### config.mk
export PLATFORM = sky130hd
export DESIGN_NAME = bytemask_regfile
export DESIGN_NICKNAME = d
export VERILOG_FILES = /design/src/rtl/rf_pkg.sv /design/src/rtl/rf_adder.sv /design/src/rtl/rf_wr_decode.sv /design/src/rtl/rf_bank.sv /design/src/rtl/bytemask_regfile.sv
export SDC_FILE = /design/constraint.sdc
export NUM_CORES = 1
export LEC_CHECK = 0
export ABC_AREA = 1
export BUFFER_PORTS_ARGS = -buffer_cell sky130_fd_sc_hd__clkbuf_2
export CORE_MARGIN = 5
export CORE_UTILIZATION = 45
export CTS_CLUSTER_DIAMETER = 100
export CTS_CLUSTER_SIZE = 14
export DETAILED_ROUTE_END_ITERATION = 16
export GPL_TIMING_DRIVEN = 1
export PLACE_DENSITY = 0.66
export SLEW_MARGIN = 20
export SYNTH_ARGS = -nofsm -noshare
export SYNTH_HDL_FRONTEND = slang
export SYNTH_HIERARCHICAL = 1
export SYNTH_SLANG_ARGS = --single-unit
### constraint.sdc
create_clock -name clk_i -period 3.4 [get_ports clk_i]
set_clock_uncertainty 0.05 [all_clocks]
set_input_delay 0.68 -clock clk_i [delete_from_list [all_inputs] [get_ports clk_i]]
set_output_delay 0.68 -clock clk_i [all_outputs]
set_load 0.01 [all_outputs]
### src/rtl/rf_pkg.sv
package rf_pkg;
  localparam int unsigned BYTE_W       = 8;
  localparam int unsigned DEF_REGS     = 4;
  localparam int unsigned DEF_DATA_W   = 16;
  localparam int unsigned DEF_IR_W     = 8;
  localparam int unsigned DEF_IDX_LSB  = 6;
  localparam int unsigned ACC_IDX      = 0;  // register A
  localparam int unsigned OPND_IDX     = 1;  // register B

  typedef enum logic [1:0] {
    WK_NONE = 2'd0,
    WK_LO   = 2'd1,
    WK_HI   = 2'd2,
    WK_FULL = 2'd3
  } wr_kind_e;
endpackage

### src/rtl/rf_adder.sv
module rf_adder #(
  parameter int unsigned DATA_W = 16
) (
  input  logic [DATA_W-1:0] a_i,
  input  logic [DATA_W-1:0] b_i,
  output logic [DATA_W-1:0] sum_o,
  output logic              carry_o
);
  logic [DATA_W:0] wide_sum;

  always_comb begin
    wide_sum = {1'b0, a_i} + {1'b0, b_i};
    sum_o    = wide_sum[DATA_W-1:0];
    carry_o  = wide_sum[DATA_W];
  end
endmodule

### src/rtl/rf_wr_decode.sv
module rf_wr_decode
  import rf_pkg::*;
#(
  parameter int unsigned NUM_REGS = DEF_REGS,
  parameter int unsigned DATA_W   = DEF_DATA_W,
  parameter int unsigned IR_W     = DEF_IR_W,
  parameter int unsigned IDX_LSB  = DEF_IDX_LSB,
  localparam int unsigned IDX_W   = $clog2(NUM_REGS),
  localparam int unsigned LANES   = DATA_W / BYTE_W
) (
  input  logic [IR_W-1:0]   ir_i,
  input  logic              use_idx_i,
  input  logic [IDX_W-1:0]  wr_idx_i,
  input  logic              wr_en_i,
  input  logic              wide_i,
  input  logic              hi_i,
  input  logic [DATA_W-1:0] wr_data_i,
  output logic [NUM_REGS-1:0][LANES-1:0] byte_en_o,
  output logic [DATA_W-1:0] wr_word_o
);
  logic [IDX_W-1:0] dest;
  wr_kind_e         kind;
  logic [LANES-1:0] lane_mask;

  always_comb begin
    dest = use_idx_i ? wr_idx_i : ir_i[IDX_LSB +: IDX_W];
    if (!wr_en_i)    kind = WK_NONE;
    else if (wide_i) kind = WK_FULL;
    else if (hi_i)   kind = WK_HI;
    else             kind = WK_LO;

    unique case (kind)
      WK_FULL: lane_mask = '1;
      WK_HI:   lane_mask = LANES'(1) << 1;
      WK_LO:   lane_mask = LANES'(1);
      default: lane_mask = '0;
    endcase

    // byte writes replicate the low byte into every lane; masking picks one
    wr_word_o = wide_i ? wr_data_i : {LANES{wr_data_i[BYTE_W-1:0]}};
  end

  for (genvar r = 0; r < NUM_REGS; r++) begin : g_dec
    assign byte_en_o[r] = (dest == IDX_W'(r)) ? lane_mask : '0;
  end
endmodule

### src/rtl/rf_bank.sv
module rf_bank
  import rf_pkg::*;
#(
  parameter int unsigned NUM_REGS = DEF_REGS,
  parameter int unsigned DATA_W   = DEF_DATA_W,
  localparam int unsigned LANES   = DATA_W / BYTE_W
) (
  input  logic                          clk_i,
  input  logic                          rst_ni,
  input  logic [NUM_REGS-1:0][LANES-1:0] byte_en_i,
  input  logic [DATA_W-1:0]             wr_word_i,
  input  logic                          add_en_i,
  input  logic [DATA_W-1:0]             sum_i,
  output logic [NUM_REGS-1:0][DATA_W-1:0] regs_o
);
  for (genvar r = 0; r < NUM_REGS; r++) begin : g_reg
    for (genvar l = 0; l < LANES; l++) begin : g_lane
      logic [BYTE_W-1:0] lane_q;
      logic              take_sum;

      // add write-back owns the accumulator over any port write
      assign take_sum = (r == ACC_IDX) && add_en_i;

      always_ff @(posedge clk_i or negedge rst_ni) begin
        if (!rst_ni)              lane_q <= '0;
        else if (take_sum)        lane_q <= sum_i[l*BYTE_W +: BYTE_W];
        else if (byte_en_i[r][l]) lane_q <= wr_word_i[l*BYTE_W +: BYTE_W];
      end

      assign regs_o[r][l*BYTE_W +: BYTE_W] = lane_q;
    end
  end
endmodule

### src/rtl/bytemask_regfile.sv
module bytemask_regfile
  import rf_pkg::*;
#(
  parameter int unsigned NUM_REGS = DEF_REGS,
  parameter int unsigned DATA_W   = DEF_DATA_W,
  parameter int unsigned IR_W     = DEF_IR_W,
  parameter int unsigned IDX_LSB  = DEF_IDX_LSB,
  localparam int unsigned IDX_W   = $clog2(NUM_REGS),
  localparam int unsigned LANES   = DATA_W / BYTE_W
) (
  input  logic              clk_i,
  input  logic              rst_ni,
  input  logic [IR_W-1:0]   ir_i,
  input  logic              use_idx_i,
  input  logic [IDX_W-1:0]  wr_idx_i,
  input  logic              wr_en_i,
  input  logic              wide_i,
  input  logic              hi_i,
  input  logic [DATA_W-1:0] wr_data_i,
  input  logic              add_en_i,
  input  logic [IDX_W-1:0]  rd0_idx_i,
  input  logic [IDX_W-1:0]  rd1_idx_i,
  output logic [DATA_W-1:0] rd0_o,
  output logic [DATA_W-1:0] rd1_o,
  output logic [DATA_W-1:0] sum_o,
  output logic              carry_o
);
  logic [NUM_REGS-1:0][LANES-1:0] byte_en;
  logic [DATA_W-1:0]              wr_word;
  logic [NUM_REGS-1:0][DATA_W-1:0] regs_q;

  rf_wr_decode #(
    .NUM_REGS(NUM_REGS), .DATA_W(DATA_W), .IR_W(IR_W), .IDX_LSB(IDX_LSB)
  ) u_dec (
    .ir_i      (ir_i),
    .use_idx_i (use_idx_i),
    .wr_idx_i  (wr_idx_i),
    .wr_en_i   (wr_en_i),
    .wide_i    (wide_i),
    .hi_i      (hi_i),
    .wr_data_i (wr_data_i),
    .byte_en_o (byte_en),
    .wr_word_o (wr_word)
  );

  rf_adder #(.DATA_W(DATA_W)) u_add (
    .a_i     (regs_q[ACC_IDX]),
    .b_i     (regs_q[OPND_IDX]),
    .sum_o   (sum_o),
    .carry_o (carry_o)
  );

  rf_bank #(.NUM_REGS(NUM_REGS), .DATA_W(DATA_W)) u_bank (
    .clk_i     (clk_i),
    .rst_ni    (rst_ni),
    .byte_en_i (byte_en),
    .wr_word_i (wr_word),
    .add_en_i  (add_en_i),
    .sum_i     (sum_o),
    .regs_o    (regs_q)
  );

  assign rd0_o = regs_q[rd0_idx_i];
  assign rd1_o = regs_q[rd1_idx_i];
endmodule

# [Word-level counts from Yosys, hierarchy flattened]
# Cells that the tools add are included.
[word_totals] register_bits=64 inputBits=37 word_cells=38
[op_classes] n_addsub=1 magnitude_cmp=2 n_eq_ne=6 mux=18 n_reduce_logical=3
[ops] op="16-bit binary-select mux with 2-bit select" count=2
[ops] op="16-bit 2-to-1 mux" count=3
[ops] op="8-bit 2-to-1 mux" count=4
[ops] op="16-bit by 16-bit adder with 17-bit output" count=1
[ops] op="2-bit 2-to-1 mux" count=8
[ops] op="2-bit == test (second input constant)" count=4
[ops] op="2-bit by 3-bit less-than comparator with 1-bit output (second input constant)" count=2
[ops] op="2-bit one-hot mux with 3 select lines" count=1
[ops] op="2-bit by 1-bit == test with 1-bit output (second input constant)" count=2
[ops] op="2-bit nonzero test" count=2
[ops] op="2-bit logical NOT" count=1

# [Logic depth before layout (Yosys ltp)]
# Gate-level depths: netlist of the first run.
[depth] word_depth=8 mapped_depth=12 depth_no_buf=12

# [Cells and area by module]
# Netlist of the first run, hierarchy kept.
[by_module_without_submodules] module="rf_bank" n_inst=1 cells_per_inst=286 area_per_inst_um2=2695.1 seq_area_each_um2=1601.5
[by_module_without_submodules] module="bytemask_regfile" n_inst=1 cells_per_inst=312 area_per_inst_um2=1375.1 seq_area_each_um2=0.0
[by_module_without_submodules] module="rf_adder" n_inst=1 cells_per_inst=187 area_per_inst_um2=972.2 seq_area_each_um2=0.0
[by_module_without_submodules] module="rf_wr_decode" n_inst=1 cells_per_inst=66 area_per_inst_um2=346.6 seq_area_each_um2=0.0

# [Worst setup path after synthesis of the first run]
# OpenSTA, ideal clock, no wires.
[synth_path] kind="reg-to-output" from="register u_bank.g_reg[0].g_lane[0].lane_q[0]" to="output sum_o[14]" arrival_time_ns=1.556 required_time_ns=2.670 setup_slack_ns=1.114 path_stages_with_launch=10 cell_sequence="dfrtp_1 ha_1 fa_1 nand2_1 nand3_1 nand3_1 nand2_1 nand2_1 nand3_1 nand2_1"
[synth_via] elab_chain_len=1
[synth_lines] item="from (decl)" line_no="rf_bank.sv:18" text="logic [BYTE_W-1:0] lane_q;"
[synth_lines] item="from (signal assigned)" line_no="rf_bank.sv:26" text="else if (take_sum) lane_q <= sum_i[l*BYTE_W +: BYTE_W];"
[synth_lines] item="from (signal assigned)" line_no="rf_bank.sv:27" text="else if (byte_en_i[r][l]) lane_q <= wr_word_i[l*BYTE_W +: BYTE_W];"
[synth_lines] item="16-bit by 16-bit adder with 17-bit output" line_no="rf_adder.sv:12" text="wide_sum = {1'b0, a_i} + {1'b0, b_i};"
[synth_lines] item="to (decl)" line_no="bytemask_regfile.sv:25" text="output logic [DATA_W-1:0] sum_o,"
# No other way between the ends.

# [Final worst setup path of the first run]
# Same ends and word-level chain as after synthesis.

==> results of run 1 <==
-- per-layer routing --
metal  track usage (%)  vias up
li1                  -     2672
met1              28.6     2330
met2              35.4      167
met3              4.32       24
met4              5.23        0
met5                 0        -
-- stage by stage --
step	cell area [um^2]	power, uW	std cells	hold WS (ps)
3_3_place_gp	5670	3770	1045	452
6_report	5950	4620	1059	468
5_1_grt	5950	5060	1059	490
4_1_cts	5950	4670	1059	474
3_5_place_dp	5670	3800	1045	461
2_1_floorplan	5390	3000	851	334
-- layout make-up --
cell class	count	share of cell area [%]
Multi-Input combinational cell	572	46.4
Inverter	174	11.1
Tap cell	147	3.09
Timing Repair Buffer	88	7.78
Sequential cell	64	26.9
Clock buffer	14	4.61
-- layout by cell type, fill, tap and decap left out, types with 3 or more instances in the layout --
cell type / netlist / routed
buf_4: 15 / 9
nand2_1: 347 / 347
xor2_1: 7 / 7
o21ai_2: 11 / 11
nand3_2: 22 / 22
dfrtp_1: 64 / 64
inv_2: 7 / 7
clkbuf_2: 0 / 79
nand3_1: 86 / 86
clkbuf_16: 0 / 9
inv_1: 164 / 164
nor2_1: 16 / 16
a21oi_1: 6 / 6
o21ai_0: 48 / 48
nor3_2: 3 / 3
ha_1: 16 / 16
clkbuf_8: 0 / 3
-- logic make-up after synthesis --
logic type | synth area share (%)
simple gates | 38.8
flops | 29.7
compound gates | 7.27
fa+ha+maj | 4.09
xor+xnor | 1.14
buf+inv | 19.0
-- worst reg2reg max path, cell delays in order (launching register included) --
cell and delay [ps]:
dfrtp_1 400, ha_1 240, fa_1 410, nand2_1 130
nand3_1 80, nand3_1 80, nand2_1 110, nand2_1 100
nand2_1 60, nand2_1 60, nand2_1 60, nand2_1 90
nand3_2 80
-- power by group --
group / switching (uW) / internal (uW)
sequential: 193 / 1010
combinational: 1640 / 931
clock: 305 / 545
total: 2130 / 2490
-- worst min path at each step --
stage / startpoint / end / depth (start not counted)
floorplan: rst_ni / u_bank/g_reg[0].g_lane[0].lane_q[0]$_DFFE_PN0P_ / 0
global placement: u_bank/g_reg[0].g_lane[1].lane_q[2]$_DFFE_PN0P_ / u_bank/g_reg[0].g_lane[1].lane_q[2]$_DFFE_PN0P_ / 2
detailed placement: u_bank/g_reg[0].g_lane[1].lane_q[3]$_DFFE_PN0P_ / u_bank/g_reg[0].g_lane[1].lane_q[3]$_DFFE_PN0P_ / 2
CTS: u_bank/g_reg[2].g_lane[0].lane_q[4]$_DFFE_PN0P_ / u_bank/g_reg[2].g_lane[0].lane_q[4]$_DFFE_PN0P_ / 2
global route: u_bank/g_reg[2].g_lane[1].lane_q[2]$_DFFE_PN0P_ / u_bank/g_reg[2].g_lane[1].lane_q[2]$_DFFE_PN0P_ / 2
finish: rst_ni / u_bank/g_reg[3].g_lane[0].lane_q[1]$_DFFE_PN0P_ / 2
==> impl_metrics.csv, run 1 <==
group,metric,value,unit
outcome,status,"completed",
setup_path,path_class,"flip-flop to output pin",
die,ioPinCount,86,
layout,n_antenna_cell,0,
global_route,grt_pass1_vias,5001,
job,maxCapViolations,0,
synth,synth_edf_count,0,
synth,synth_ff_type,"dfrtp_1",
drt,dr.pass1.iters,5,
setup_path,slowest_delay,410,ps
layout,regMostFlops,"u_bank/g.g_lane.lane_q",
layout,largest_reg_flops,64,
setup_path,cp_common_cell,"nand2_1",
setup_path,required,2670,ps
power_and_ir_drop,leakage,0.00351,uW
sta,timing.fmax,0.344,GHz
die,start_util,45.4,%
clock_tree,cts_resized,0,
synth,synth_nets,905,
synth,ys_async_sr_fraction,100,%
synth,seq_area_frac_synth,29.7,%
setup_path,critPathCapture,"sum_o[14]",
clock_tree,holdBufCountCts,0,
die,rows,40,
drt,drt-met1-wl,6840,um
drt,viasPerCell,4.90,
setup_path,r2r_cells,12,
layout,ff_latch_area,1600,um^2
setup_path,rr_startpoint,"u_bank/g_reg[0].g_lane[0].lane_q[0]$_DFFE_PN0P_",
layout,finish.utilization,50.1,%
die,design.core.area,11900,um^2
global_route,antenna_found_initial,0,
drt,ant_nets,0,
setup_path,path_buf_inv,1,
setup_path,critPathTopFamily,"simple AND/OR/NAND/NOR gates",
drt,totalWireLength,14900,um
die,die_h,119,um
clock_tree,cts_inserted_buffers,9,
clock_tree,path_clk_slew,50,ps
drt,wl_per_cell,14.1,um
setup_path,path_depth,11,
layout,area_delta_synth_final,10.4,%
placed_design,gp_congestion,0.865,
synth,synth_area_per_cell,6.33,um^2
setup_path,start_kind,"flip-flop",
global_route,grt_use_total,21.3,%
die,die_w,119,um
synth,synth_cells,851,
setup_path,cp_max_fo,3,
synth,yosysUniqueCellTypes,27,
layout,drive_gt1_share,16.7,%
sta,maxSlewViolCount,0,
drt,drt-initial-drc-count,355,
min_path,min-delay-path-class,"input pin to asynchronous set/reset pin",
global_route,grt_max_degree,65,
clock_tree,post_cts_buffers,0,
sta,finalCriticalPeriod,2910,ps
clock_tree,root_buffer,"clkbuf_16",
setup_path,regToRegSetupSlack,1330,ps
sta,max_slew.worst_pin.slew,962,ps
power_and_ir_drop,p_per_area,777,nW/um^2
layout,reg.largest.list,"u_bank/g.g_lane.lane_q x64",
placed_design,place_ws,852,ps
layout,multi_input_area,2760,um^2
sta,finalCritPeriodShare,85.6,%
clock_tree,cts_buffer_depth,2,
setup_path,startpoint,"u_bank/g_reg[0].g_lane[0].lane_q[0]$_DFFE_PN0P_",
clock_tree,cts_tree,"yes",
synth,yosys.area.top_type_share,29.7,%
global_route,overflow,0,
layout,n_fill_cell,1294,
placed_design,dp_hpwl,11200,um
setup_path,crit_slowest_cell,"fa_1",
drt,wl_met2,7030,um
placed_design,io_buffers,79,
sta,hold_viol,0,
synth,ys_seq_elements,64,
layout,nNetsFinal,963,
drt,vias,5193,
die,fp.dieArea,14300,um^2
power_and_ir_drop,peakVddDrop,330,uV
sta,finalSetupViolations,0,
drt,highest_layer,"met4",
synth,yosys.area.top_type,"dfrtp_1",
setup_path,r2r-end,"u_bank/g_reg[0].g_lane[1].lane_q[6]$_DFFE_PN0P_",
drt,wl_met3,789,um
global_route,grt_pass1_wl,24300,um
setup_path,critPathArrivalTime,2180,ps
sta,fin_tns_setup,0,ps
synth,synth_commonest_cells,"347 x nand2_1, 164 x inv_1, 86 x nand3_1",
sta,fin_ws,489,ps
sta,relSlewSlack,35.6,%
synth,yosys.cell_count.top_type,"nand2_1",
synth,synth_area_leaders,"dfrtp_1 30%, nand2_1 24%, inv_1 11%",
synth,synth.cell_area,5390,um^2
clock_tree,h-tree-depth,3,
clock_tree,cts_sinks,64,
synth,synth-warning-count,6,
clock_tree,clock_latency,330,ps
setup_path,path_cells,"ha_1 -> fa_1 -> nand2_1 -> nand3_1 -> nand3_1 -> nand2_1 -> nand2_1 -> nand2_1 -> nand2_1 -> nand2_1 -> clkbuf_2",
setup_path,cp-end-kind,"output pin",
drt,drcViolationCount,0,
sta,rsz0062_at_grt,"no",
Note: power is estimated with default switching activity, not from simulation.
==> inputs of run 2 (changes only) <==
==> constraint.sdc (replaced) <==
create_clock -name clk_i -period 3.4 [get_ports clk_i]
set_clock_uncertainty 0.05 [all_clocks]
set_input_delay 0.34 -clock clk_i [delete_from_list [all_inputs] [get_ports clk_i]]
set_output_delay 0.34 -clock clk_i [all_outputs]
set_load 0.01 [all_outputs]
==> run 2 against run 1 <==
Cell count decreased by 0.19%. Count of clock-buffer cells in the layout stayed put. First-iteration DRC count shrank 17%. Largest cell class unchanged. Highest routed layer unchanged. Register-to-register slack better by 30 ps. Hold slack worse by 420 ps. Combinational power is essentially flat. Non-clock buffer count fell by 4.
==> impl_metrics.csv, run 2 (same netlist as run 1, synthesis figures left out) <==
group,metric,value,unit
outcome,status,"completed",
die,ioPinCount,86,
clock_tree,post_cts_buffers,0,
sta,relSlewSlack,29.9,%
setup_path,cp-end-kind,"output pin",
layout,area_delta_synth_final,10.7,%
clock_tree,path_clk_slew,60,ps
sta,fin_tns_setup,0,ps
drt,totalWireLength,15200,um
setup_path,start_kind,"flip-flop",
power_and_ir_drop,swShare,45.4,%
die,design.core.area,11900,um^2
clock_tree,holdBufCountCts,0,
clock_tree,cts_buffer_depth,2,
power_and_ir_drop,power.internal,2590,uW
drt,wl_per_cell,14.4,um
power_and_ir_drop,combPwrFrac,53.9,%
layout,layout_common_cells,"347 x nand2_1, 164 x inv_1, 86 x nand3_1",
job,maxCapViolations,0,
setup_path,cp_max_fo,3,
clock_tree,cts_tree,"yes",
layout,n_antenna_cell,0,
drt,drt-initial-drc-count,293,
drt,ant_nets,0,
setup_path,required,3010,ps
global_route,overflow,0,
global_route,grt_use_total,22.1,%
power_and_ir_drop,p_seq_share,25.5,%
clock_tree,cts_inserted_buffers,9,
clock_tree,cts_resized,0,
layout,largest_reg_flops,64,
placed_design,io_buffers,79,
clock_tree,cts_sinks,64,
power_and_ir_drop,leakage,0.00351,uW
placed_design,dp_hpwl,11500,um
layout,final_common_cell,"nand2_1",
layout,nNetsFinal,959,
power_and_ir_drop,p_sw,2150,uW
clock_tree,h-tree-depth,3,
global_route,antenna_found_initial,0,
die,die_w,119,um
drt,drcViolationCount,0,
placed_design,gp_congestion,0.876,
die,die_h,119,um
sta,hold_viol,0,
setup_path,path_class,"flip-flop to output pin",
power_and_ir_drop,p_per_area,794,nW/um^2
drt,viasPerCell,4.93,
layout,final_area,5960,um^2
drt,dr.pass1.iters,5,
min_path,min-delay-path-class,"input pin to asynchronous set/reset pin",
clock_tree,root_buffer,"clkbuf_16",
setup_path,critPathArrivalTime,2170,ps
power_and_ir_drop,peakVddDrop,415,uV
layout,reg.largest.list,"u_bank/g.g_lane.lane_q x64",
sta,maxSlewViolCount,0,
sta,rsz0062_at_grt,"no",
sta,whs,49.4,ps
layout,n_fill_cell,1293,
global_route,grt_pass1_wl,25200,um
placed_design,post_dp_cell_area,5640,um^2
layout,drive_gt1_share,16.6,%
sta,timing.fmax,0.391,GHz
sta,finalCritPeriodShare,75.3,%
drt,vias,5214,
global_route,grt_pass1_vias,5110,
die,start_util,45.4,%
sta,finalSetupViolations,0,
clock_tree,clock_latency,330,ps
die,fp.dieArea,14300,um^2
sta,max_slew.worst_pin.slew,1050,ps
power_and_ir_drop,power.share.clock,20.6,%
global_route,grt_max_degree,33,
sta,finalCriticalPeriod,2560,ps
die,rows,40,
layout,regMostFlops,"u_bank/g.g_lane.lane_q",
run 2: changes by cell type in the layout (fill, tap and decap cells not counted), sizes merged:
cell,change
buf,-4
bufinv,+1
clkinv,+1
run 2: final timing paths:
path / startpoint / end / slack [ps] / depth (start not counted)
max: u_bank/g_reg[0].g_lane[0].lane_q[0]$_DFFE_PN0P_ / sum_o[14] / 840 / 10
min: rst_ni / u_bank/g_reg[3].g_lane[0].lane_q[0]$_DFFE_PN0P_ / 50 / 1
max reg2reg: u_bank/g_reg[0].g_lane[0].lane_q[0]$_DFFE_PN0P_ / u_bank/g_reg[0].g_lane[1].lane_q[6]$_DFFE_PN0P_ / 1360 / 12
min reg2reg: u_bank/g_reg[3].g_lane[1].lane_q[6]$_DFFE_PN0P_ / u_bank/g_reg[3].g_lane[1].lane_q[6]$_DFFE_PN0P_ / 470 / 2
max in group asynchronous: rst_ni / u_bank/g_reg[0].g_lane[1].lane_q[2]$_DFFE_PN0P_ / 2460 / 2
min in group clk_i: wr_data_i[2] / u_bank/g_reg[1].g_lane[0].lane_q[2]$_DFFE_PN0P_ / 270 / 3
run 2: cell type report:
class                      instances  area (um^2)  share of cell area, %
sequential                        64         1600                   26.9
tap                              147          184                   3.08
clock inverter                     2         35.0                  0.587
inverter                         174          663                   11.1
clock buffer                      14          284                   4.76
timing repair buffer              84          433                   7.26
multi-input combinational        572         2760                   46.3
run 2: worst max-delay path, stage by stage (launching register included):
cell	delay (ps)
dfrtp_1	390
ha_1	240
fa_1	410
nand2_1	120
nand3_1	80
nand3_1	80
nand2_1	110
nand2_1	100
nand3_1	80
nand2_1	100
clkbuf_2	130
run 2: stage by stage:
stage	cells	power [uW]	setup slack (ps)	utilization [%]
finish	1057	4730	841	50.3
global route	1057	5200	723	50.3
CTS	1057	4780	838	50.3
floorplan	851	3000	1450	-
detailed placement	1041	3790	1200	47.6
global placement	1041	3770	1200	47.6
run 2: power groups by stage:
stage	Clock, uW	Combinational, uW	Sequential [uW]
after CTS	982	2590	1210
after floorplan	0	1850	1160
after detailed placement	0	2570	1220
final	974	2550	1210
after global routing	1020	2940	1240
after global placement	0	2550	1220
run 2: layer usage:
metal | global-route usage [%] | wire [um] | part of all wire [%]
met1 | 28.8 | 6820 | 45
met2 | 37.9 | 7190 | 47
met3 | 4.08 | 915 | 6.0
met4 | 5.58 | 266 | 1.8
met5 | 0 | 0 | 0
==> inputs of run 3 (changes only) <==
ABC_AREA = 0   (was 1)
PLACE_DENSITY = 0.69   (was 0.66)
clock period = 2.05 ns   (was 3.4 ns; I/O delays follow)
==> run 3 against run 2 <==
Sequential share of layout area shrank 0.95 points. Critical endpoint is now sum_o[12]. Die area shrank 13%. Largest power group unchanged. Global-route usage shrank 1.5 points. The run now ends with setup timing left. Synthesized area shrank 15%. Synthesized cell count shrank 61%. Cell count shrank 41%. Clock power grew 30%.
==> impl_metrics.csv, run 3 <==
group,metric,value,unit
placed_design,io_buffers,79,
layout,reg.largest.list,"u_bank/g.g_lane.lane_q x64",
power_and_ir_drop,power.internal,6050,uW
synth,synth_area_per_cell,13.7,um^2
synth,yosys.area.top_type_share,34.8,%
power_and_ir_drop,power.share.clock,12.8,%
synth,yosys.area.top_type,"dfrtp_1",
setup_path,slowest_delay,400,ps
power_and_ir_drop,p_per_area,1600,nW/um^2
sta,max_slew.worst_pin.slew,747,ps
power_and_ir_drop,total_power,9930,uW
clock_tree,cts_sinks,64,
die,die_w,111,um
global_route,grt_pass1_wl,20100,um
global_route,antenna_found_initial,0,
layout,largest_reg_flops,64,
synth,synth_commonest_cells,"64 x dfrtp_1, 49 x mux2_4, 20 x mux4_2, 20 x nand2_1, 18 x mux2i_1",
global_route,grt_max_degree,65,
clock_tree,cts_buffer_depth,2,
clock_tree,h-tree-depth,3,
synth,synth_cells,336,
power_and_ir_drop,peakVddDrop,1200,uV
power_and_ir_drop,swShare,39.0,%
die,ioPinCount,86,
clock_tree,root_buffer,"clkbuf_8",
layout,n_antenna_cell,0,
drt,dr.pass1.iters,4,
power_and_ir_drop,leakage,0.00284,uW
die,die_h,111,um
layout,drive_gt1_share,61.4,%
drt,viasPerCell,5.64,
die,start_util,45.4,%
global_route,grt_use_total,20.7,%
min_path,min-delay-path-class,"input pin to flip-flop",
layout,final_common_cell,"buf_4",
setup_path,cp_max_fo,4,
clock_tree,cts_inserted_buffers,9,
drt,ant_nets,0,
setup_path,required,1790,ps
sta,timing.fmax,0.357,GHz
power_and_ir_drop,p_seq_share,20.6,%
global_route,overflow,0,
synth,synth.cell_area,4600,um^2
drt,drcViolationCount,0,
sta,hold_viol,0,
power_and_ir_drop,combPwrFrac,66.6,%
sta,fin_tns_setup,-11230,ps
placed_design,gp_congestion,0.783,
setup_path,cp-end-kind,"output pin",
synth,synth_area_leaders,"dfrtp_1 35%, mux2_4 16%, mux4_2 9.8%",
setup_path,path_cells,"ha_2 -> fa_2 -> a21o_1 -> a221oi_4 -> o2bb2ai_4 -> o21bai_1 -> xor2_1 -> buf_2",
clock_tree,path_clk_slew,70,ps
placed_design,place_ws,-391,ps
sta,finalCriticalPeriod,2800,ps
synth,yosysUniqueCellTypes,47,
setup_path,crit_slowest_cell,"dfrtp_1",
synth,synth_nets,390,
sta,finalSetupViolations,26,
synth,seq_area_frac_synth,34.8,%
synth,synth_edf_count,0,
synth,yosys.cell_count.top_type,"dfrtp_1",
outcome,status,"complete, but fails checks",
clock_tree,clock_latency,350,ps
synth,synth-warning-count,6,
job,maxCapViolations,0,
setup_path,path_class,"flip-flop to output pin",
sta,rsz0062_at_grt,"yes",
synth,synth_ff_type,"dfrtp_1",
layout,area_delta_synth_final,34.7,%
drt,vias,3500,
setup_path,start_kind,"flip-flop",
global_route,grt_pass1_vias,3782,
drt,wl_per_cell,21.0,um
die,design.core.area,10100,um^2
die,rows,37,
sta,relSlewSlack,50.1,%
sta,maxSlewViolCount,0,
die,fp.dieArea,12300,um^2
synth,ys_seq_elements,64,
sta,finalCritPeriodShare,137,%
outcome,violations,"setup timing",
placed_design,dp_hpwl,8700,um
layout,layout_common_cells,"75 x buf_4, 66 x clkbuf_2, 62 x dfrtp_1",
sta,fin_ws,-750,ps
layout,regMostFlops,"u_bank/g.g_lane.lane_q",
setup_path,critPathArrivalTime,2550,ps
drt,totalWireLength,13000,um
synth,ys_async_sr_fraction,100,%
drt,drt-initial-drc-count,172,
layout,nNetsFinal,534,
power_and_ir_drop,p_sw,3880,uW
clock_tree,cts_tree,"yes",
==> run 3: cell types whose count changed after synthesis, moves of 8 or more <==
cell / before / now
a21o_1: 0 / 8
mux2_4: 0 / 49
o21ai_0: 48 / 5
mux4_1: 0 / 12
nand2_1: 347 / 20
o21ai_2: 11 / 1
mux4_2: 0 / 20
nand3_2: 22 / 0
mux2_2: 0 / 9
inv_1: 164 / 3
o21ai_1: 0 / 16
nand3_1: 86 / 4
mux2i_1: 0 / 18
nor2_1: 16 / 4
==> run 3: logic make-up (layout without fill, tap and decap cells) <==
logic type | count (synthesis) | after routing | share of synthesized area (%)
adder cells (fa/ha/maj) | 17 | 17 | 4.79
AO/OA/AOI/OAI | 57 | 57 | 8.63
buffers and inverters | 32 | 181 | 5.82
XOR/XNOR | 10 | 10 | 1.90
AND/OR/NAND/NOR | 48 | 48 | 5.25
multiplexers | 108 | 108 | 38.8
flip-flops | 64 | 64 | 34.8
==> run 3: per-stage QoR <==
stage | cell area [um^2] | std cells | hold slack (ps) | utilization [%]
CTS | 5970 | 611 | 117 | 58.9
global placement | 5530 | 587 | 197 | 54.5
global route | 6190 | 621 | 136 | 61.1
finish | 6190 | 621 | 135 | 61.1
floorplan | 4650 | 336 | -141 | -
detailed placement | 5530 | 587 | 202 | 54.5
==> run 3: area by class of cell <==
| type | count | area (um^2) |
|---|---|---|
| clock inverters | 4 | 76.3 |
| well taps | 136 | 170 |
| repair buffers | 162 | 1090 |
| flip-flops and latches | 64 | 1600 |
| fillers | 766 | 3950 |
| inverters | 3 | 11.3 |
| clock buffers | 12 | 155 |
| multi-input cells | 240 | 3080 |
==> run 3: repair_timing <==
| action | CTS | global route |
|---|---|---|
| setup buffers | 8 | 11 |
| resized for setup | 24 | 34 |
| hold buffers | 1 | 0 |
| hold endpoints to repair | 64 | 0 |
| pin swaps | 17 | 19 |
| endpoints found under the setup margin | 25 | 26 |
==> run 3: worst paths after layout <==
path	slack (ps)	start	depth (start not counted)	to
setup / recovery	-750	u_bank/g_reg[1].g_lane[0].lane_q[0]$_DFFE_PN0P_	8	sum_o[12]
hold / removal	130	wr_data_i[7]	2	u_bank/g_reg[3].g_lane[0].lane_q[7]$_DFFE_PN0P_
setup reg to reg	-450	u_bank/g_reg[1].g_lane[0].lane_q[0]$_DFFE_PN0P_	14	u_bank/g_reg[0].g_lane[1].lane_q[7]$_DFFE_PN0P_
hold reg to reg	480	u_bank/g_reg[2].g_lane[0].lane_q[5]$_DFFE_PN0P_	1	u_bank/g_reg[2].g_lane[0].lane_q[5]$_DFFE_PN0P_
max in group asynchronous	1290	rst_ni	3	u_bank/g_reg[0].g_lane[1].lane_q[6]$_DFFE_PN0P_
min in group asynchronous	350	rst_ni	3	u_bank/g_reg[3].g_lane[0].lane_q[1]$_DFFE_PN0P_
==> run 3: critical path: cells and delay by family (launching register included) <==
family | cells | cell delay, ps
buffers and inverters | 1 | 180
DFF | 1 | 400
AOI/OAI and AO/OA | 4 | 850
adders and majority gates | 2 | 560
xor gates and xnor gates | 1 | 220
==> run 3: power groups by stage <==
stage          registers, uW  clock network (uW)  logic (uW)
5_1_grt                 2090                1340        7080
4_1_cts                 2020                1290        5830
6_report                2040                1270        6620
2_1_floorplan           1980                   0        3200
3_5_place_dp            2010                   0        5190
3_3_place_gp            1970                   0        5070
==> run 3: metal layers <==
layer  up-vias  wire length, um  global-route usage (%)
met4         0              277                    6.08
li1       1576                -                       -
met3        16              768                    4.42
met2       103             6560                    34.4
met1      1805             5420                    27.3
met5         -                0                       0
